## src/rtl/gev_pkg.sv

```systemverilog
package gev_pkg;
  localparam int SEL_W = 3;

  typedef enum logic [SEL_W-1:0] {
    EVT_FALL = 3'd0,
    EVT_RISE = 3'd1,
    EVT_BOTH = 3'd2,
    EVT_LOW  = 3'd3,
    EVT_HIGH = 3'd4
  } evt_code_e;
endpackage

```

## src/rtl/gev_line_eval.sv

```systemverilog
module gev_line_eval
  import gev_pkg::*;
(
  input  logic             cur,
  input  logic             prev,
  input  logic             primed,
  input  logic [SEL_W-1:0] sel,
  output logic             hit
);
  logic rise, fall;

  always_comb begin
    rise = primed & ~prev & cur;
    fall = primed & prev & ~cur;
    case (sel)
      EVT_FALL: hit = fall;
      EVT_RISE: hit = rise;
      EVT_BOTH: hit = rise | fall;
      EVT_LOW:  hit = ~cur;
      EVT_HIGH: hit = cur;
      default:  hit = 1'b0;
    endcase
  end
endmodule

```

## src/rtl/gev_edge_bank.sv

```systemverilog
module gev_edge_bank
  import gev_pkg::*;
#(
  parameter int NLINES = 32
) (
  input  logic                    clk,
  input  logic                    rst_n,
  input  logic [NLINES-1:0]       pins,
  input  logic [NLINES*SEL_W-1:0] sel_flat,
  output logic [NLINES-1:0]       hit
);
  logic [NLINES-1:0] prev_q;
  logic              primed_q;

  // history register and a one-shot flag that blocks edges on the first cycle
  always_ff @(posedge clk) begin
    if (!rst_n) begin
      prev_q   <= '0;
      primed_q <= 1'b0;
    end else begin
      prev_q   <= pins;
      primed_q <= 1'b1;
    end
  end

  for (genvar g = 0; g < NLINES; g++) begin : g_line
    gev_line_eval u_eval (
      .cur    (pins[g]),
      .prev   (prev_q[g]),
      .primed (primed_q),
      .sel    (sel_flat[g*SEL_W +: SEL_W]),
      .hit    (hit[g])
    );
  end
endmodule

```

## src/rtl/gev_mask_reg.sv

```systemverilog
module gev_mask_reg #(
  parameter int NLINES = 32
) (
  input  logic              clk,
  input  logic              rst_n,
  input  logic              set_en,
  input  logic              clr_en,
  input  logic [NLINES-1:0] bits,
  output logic [NLINES-1:0] mask
);
  logic [NLINES-1:0] set_v, clr_v;

  always_comb begin
    set_v = set_en ? bits : '0;
    clr_v = clr_en ? bits : '0;
  end

  always_ff @(posedge clk) begin
    if (!rst_n) mask <= '0;
    else        mask <= (mask | set_v) & ~clr_v;
  end
endmodule

```

## src/rtl/gev_status_reg.sv

```systemverilog
module gev_status_reg #(
  parameter int NLINES = 32
) (
  input  logic              clk,
  input  logic              rst_n,
  input  logic [NLINES-1:0] hit,
  input  logic              rd_clr,
  output logic [NLINES-1:0] status
);
  // a clearing read drops old bits, but events of the same cycle are kept
  always_ff @(posedge clk) begin
    if (!rst_n)      status <= '0;
    else if (rd_clr) status <= hit;
    else             status <= status | hit;
  end
endmodule

```

## src/rtl/gpio_evt_detect.sv

```systemverilog
module gpio_evt_detect
  import gev_pkg::*;
#(
  parameter int                NLINES   = 32,
  parameter int                ADDR_W   = 8,
  parameter logic [ADDR_W-1:0] OFS_EN   = 8'h20,
  parameter logic [ADDR_W-1:0] OFS_DIS  = 8'h24,
  parameter logic [ADDR_W-1:0] OFS_MASK = 8'h28,
  parameter logic [ADDR_W-1:0] OFS_STAT = 8'h2C
) (
  input  logic                    clk,
  input  logic                    rst_n,
  input  logic [NLINES-1:0]       pin_lvl,
  input  logic [NLINES*SEL_W-1:0] evt_sel,
  input  logic                    bus_wr,
  input  logic                    bus_rd,
  input  logic [ADDR_W-1:0]       bus_addr,
  input  logic [NLINES-1:0]       bus_wdata,
  output logic [NLINES-1:0]       bus_rdata,
  output logic                    irq
);
  logic [NLINES-1:0] line_hit;
  logic [NLINES-1:0] mask_q;
  logic [NLINES-1:0] status_q;
  logic              wr_en, wr_dis, rd_mask, rd_stat;

  always_comb begin
    wr_en   = bus_wr && (bus_addr == OFS_EN);
    wr_dis  = bus_wr && (bus_addr == OFS_DIS);
    rd_mask = bus_rd && (bus_addr == OFS_MASK);
    rd_stat = bus_rd && (bus_addr == OFS_STAT);
  end

  gev_edge_bank #(.NLINES(NLINES)) u_edges (
    .clk      (clk),
    .rst_n    (rst_n),
    .pins     (pin_lvl),
    .sel_flat (evt_sel),
    .hit      (line_hit)
  );

  gev_mask_reg #(.NLINES(NLINES)) u_mask (
    .clk    (clk),
    .rst_n  (rst_n),
    .set_en (wr_en),
    .clr_en (wr_dis),
    .bits   (bus_wdata),
    .mask   (mask_q)
  );

  gev_status_reg #(.NLINES(NLINES)) u_status (
    .clk    (clk),
    .rst_n  (rst_n),
    .hit    (line_hit),
    .rd_clr (rd_stat),
    .status (status_q)
  );

  always_ff @(posedge clk) begin
    if (!rst_n) begin
      bus_rdata <= '0;
    end else if (bus_rd) begin
      if (rd_mask)      bus_rdata <= mask_q;
      else if (rd_stat) bus_rdata <= status_q;
      else              bus_rdata <= '0;
    end
  end

  assign irq = |(status_q & mask_q);
endmodule

```

## config.mk

```make
export PLATFORM = sky130hd
export DESIGN_NAME = gpio_evt_detect
export DESIGN_NICKNAME = d
export VERILOG_FILES = /design/src/rtl/gev_pkg.sv /design/src/rtl/gev_line_eval.sv /design/src/rtl/gev_edge_bank.sv /design/src/rtl/gev_mask_reg.sv /design/src/rtl/gev_status_reg.sv /design/src/rtl/gpio_evt_detect.sv
export SDC_FILE = /design/constraint.sdc
export NUM_CORES = 1
export LEC_CHECK = 0
export ABC_AREA = 1
export BUFFER_PORTS_ARGS = -buffer_cell sky130_fd_sc_hd__buf_4
export CAP_MARGIN = 20
export CORE_MARGIN = 2
export CORE_UTILIZATION = 35
export DETAILED_ROUTE_END_ITERATION = 8
export PLACE_DENSITY = 0.54
export SYNTH_ARGS = -nofsm -noshare
export SYNTH_HDL_FRONTEND = slang
export SYNTH_SLANG_ARGS = --single-unit
```

## constraint.sdc

```tcl
create_clock -name clk -period 2.8 [get_ports clk]
set_clock_uncertainty 0.1 [all_clocks]
set_input_delay 0.14 -clock clk [delete_from_list [all_inputs] [get_ports clk]]
set_output_delay 0.14 -clock clk [all_outputs]
set_load 0.02 [all_outputs]
```

==> run_results.csv <==
group,metric,value,unit
sta,min_period,1860,ps
placement,place_ws,1160,ps
critical_path,r2r_end,"u_status.status[26]$_SDFF_PN0_",
placement,gp_congestion,0.812,
power_and_ir_drop,pwr-share-seq,0.381,
cells_and_area,drive_above_1_share,0.168,
critical_path,rr_startpoint,"u_edges.primed_q$_DFF_P_",
power_and_ir_drop,p_sw,1.33,mW
sta,setup_violations,0,
clocking,cts_hold_buf,94,
critical_path,cp.required,2560,ps
power_and_ir_drop,total_power,5.24,mW
sta,tightest_slew,561,ps
clocking,cts_setup_buffers,0,
global_route,grt_pass1_vias,7573,
clocking,h-tree-depth,4,
clocking,clock_tree.root_cell,"clkbuf_16",
critical_path,end_kind,"output pin",
cells_and_area,final_area,0.0108,mm²
global_route,antenna_found_initial,0,
clocking,cts_resized,0,
logic_synthesis,syn-num-nets,1475,
cells_and_area,fin_nets,1759,
power_and_ir_drop,ir_drop,0.000397,V
critical_path,startpoint,"u_status.status[11]$_SDFF_PN0_",
die,die_x,150,µm
die,start_util,0.355,
sta,hold_ws,5.04,ps
drt,remaining_drc_errors,0,
placement,dpl.hpwl,16.1,mm
critical_path,crit_end,"irq",
power_and_ir_drop,leakage,5.95,nW
power_and_ir_drop,power_density,487,mW/mm²
critical_path,worst_r2r_path_depth,7,
clocking,cts_tree,"yes",
power_and_ir_drop,pwr-share-comb,0.160,
power_and_ir_drop,p_clk_frac,0.459,
logic_synthesis,syn_inst,1303,
drt,drt-pass1-iter-count,4,
drt,post_drt_via_cell_ratio,4.31,
global_route,grt_pass1_wl,37.1,mm
logic_synthesis,synth_cell_types,15,
critical_path,start_kind,"flip-flop",
outcome,status,"finished, final reports clean",
clocking,cts_buffers,17,
global_route,grt_usage,0.210,
drt,ant_nets,0,
placement,dpl_cell_area,0.00919,mm²
sta,fmax,538,MHz
logic_synthesis,ys_warn_count,0,
cells_and_area,nFillCells,2209,
global_route,grt_remaining_overflow,0,
clocking,clkSlewWorstSetupHoldPaths,60,ps
worst_hold_path,hold_class,"in2reg",
sta,finalWorstSetupSlack,943,ps
power_and_ir_drop,internal_power,3.91,mW
cells_and_area,seq_area,0.00258,mm²
cells_and_area,fin_cells,1875,
die,top_level_ports,205,
placement,placed_cells,1749,
cells_and_area,syn_to_final_growth,45.2,%
sta,period_share,0.663,
logic_synthesis,syn_area,0.00741,mm²
cells_and_area,final_util,0.515,
sta,setup_tns,0,ps
job,drv_cap,0,
logic_synthesis,ys_ff_latch,129,
sta,drv_slew,0,
die,die_area,0.0224,mm²
power_and_ir_drop,sw_frac_of_total,0.254,
drt,drtIter0Drc,358,
sta,hold_viol,0,
critical_path,critical_path_peak_fanout,3,
cells_and_area,multi_input_area,0.00360,mm²
sta,rsz0062_at_grt,"false",
placement,io_buffer_count,204,
clocking,cts_sinks,129,
die,num_rows,53,
die,die_h,150,µm
global_route,grt_max_degree,65,
logic_synthesis,avgSynthCellArea,5.69,µm²
critical_path,path_class,"reg2out",
cells_and_area,n_antenna_cell,0,
die,core-area,0.0209,mm²
clocking,clkLatencyLatePin,420,ps
logic_synthesis,yosysSeqAreaShare,0.348,
critical_path,r2r_setup_slack,1130,ps
sta,relSlewSlack,0.626,
drt,routed-via-count,8084,
drt,wl_per_cell,12.3,µm
drt,routed_wl,23.0,mm
clocking,clock_path_buffers,2,
critical_path,crit_arrival,1620,ps
==> layout make-up <==
type                       count  area share
multi-input combinational    862       0.334
timing repair buffer         312       0.243
sequential                   129       0.240
inverter                     265      0.0924
clock buffer                  23      0.0444
tap                          275      0.0320
clock inverter                 9      0.0143
==> synthesized netlist by cell type (all sizes together) <==
master / instances / area, µm²
inv: 265 / 995
dfxtp: 129 / 2580
a21oi: 32 / 160
nand2: 381 / 1430
buf: 23 / 150
o22ai: 1 / 6.26
nand3b: 1 / 7.51
o21ai: 76 / 380
nor2: 239 / 950
nand4: 1 / 6.26
clkbuf: 24 / 90.1
nand3: 131 / 656
==> worst max-delay path: stages (launching register included) <==
cell	delay [ps]
dfxtp_1	370
nand2_1	90
o21ai_0	70
nor2_1	110
nand2_1	60
nor2_1	210
nand2_1	110
buf_4	170
==> cells by family (layout without fill, tap and decap cells) <==
logic type,after synthesis,after routing,synth area share
DFF,129,129,0.348
buffers and inverters,312,609,0.167
and+or+nand+nor,753,753,0.411
AOI/OAI and AO/OA,109,109,0.0738
==> cells in the final DEF, fill, tap and decap left out, types with 2 or more instances in the layout <==
| cell | Yosys | layout |
|---|---|---|
| nand2_1 | 381 | 381 |
| inv_1 | 265 | 265 |
| nor2_1 | 218 | 217 |
| buf_4 | 4 | 216 |
| nand3_1 | 131 | 131 |
| dfxtp_1 | 129 | 129 |
| dlygate4sd3_1 | 0 | 94 |
| o21ai_0 | 76 | 76 |
| a21oi_1 | 32 | 32 |
| nor2_2 | 21 | 22 |
| clkbuf_16 | 0 | 17 |
| bufinv_16 | 0 | 4 |
| clkbuf_8 | 0 | 3 |
| clkbuf_1 | 24 | 3 |
| clkinv_2 | 0 | 2 |
| clkinvlp_4 | 0 | 2 |
==> power groups by stage <==
stage / Clock (mW) / Combinational [mW] / Sequential [mW]
after floorplan: 0 / 0.365 / 2.03
after global placement: 0 / 0.725 / 2.04
after detailed placement: 0 / 0.736 / 2.04
after CTS: 2.46 / 0.846 / 2.00
after global routing: 2.54 / 0.952 / 2.01
final: 2.40 / 0.842 / 2.00
==> sequential cells by signal, indices dropped and copies added (netlist names) <==
| register | cells |
|---|---|
| u_edges.primed_q | 1 |
| u_edges.prev_q | 32 |
| u_status.status | 32 |
| bus_rdata | 32 |
| u_mask.mask | 32 |
==> per-layer routing <==
layer | global-route usage | part of all wire
met5 | 0 | 0
met4 | 0.0510 | 0.0067
met3 | 0.0500 | 0.057
met2 | 0.332 | 0.44
met1 | 0.288 | 0.49
==> worst min-delay path by stage <==
stage,slack (ps),depth (start not counted),end,start
2_1_floorplan,70,0,u_edges.primed_q$_DFF_P_,rst_n
3_3_place_gp,230,3,u_edges.prev_q[2]$_SDFF_PN0_,pin_lvl[2]
3_5_place_dp,230,3,u_edges.prev_q[17]$_SDFF_PN0_,pin_lvl[17]
4_1_cts,2,1,u_edges.primed_q$_DFF_P_,rst_n
5_1_grt,10,1,u_edges.primed_q$_DFF_P_,rst_n
6_report,5,1,u_edges.primed_q$_DFF_P_,rst_n
(Power assumes the default switching activity.)
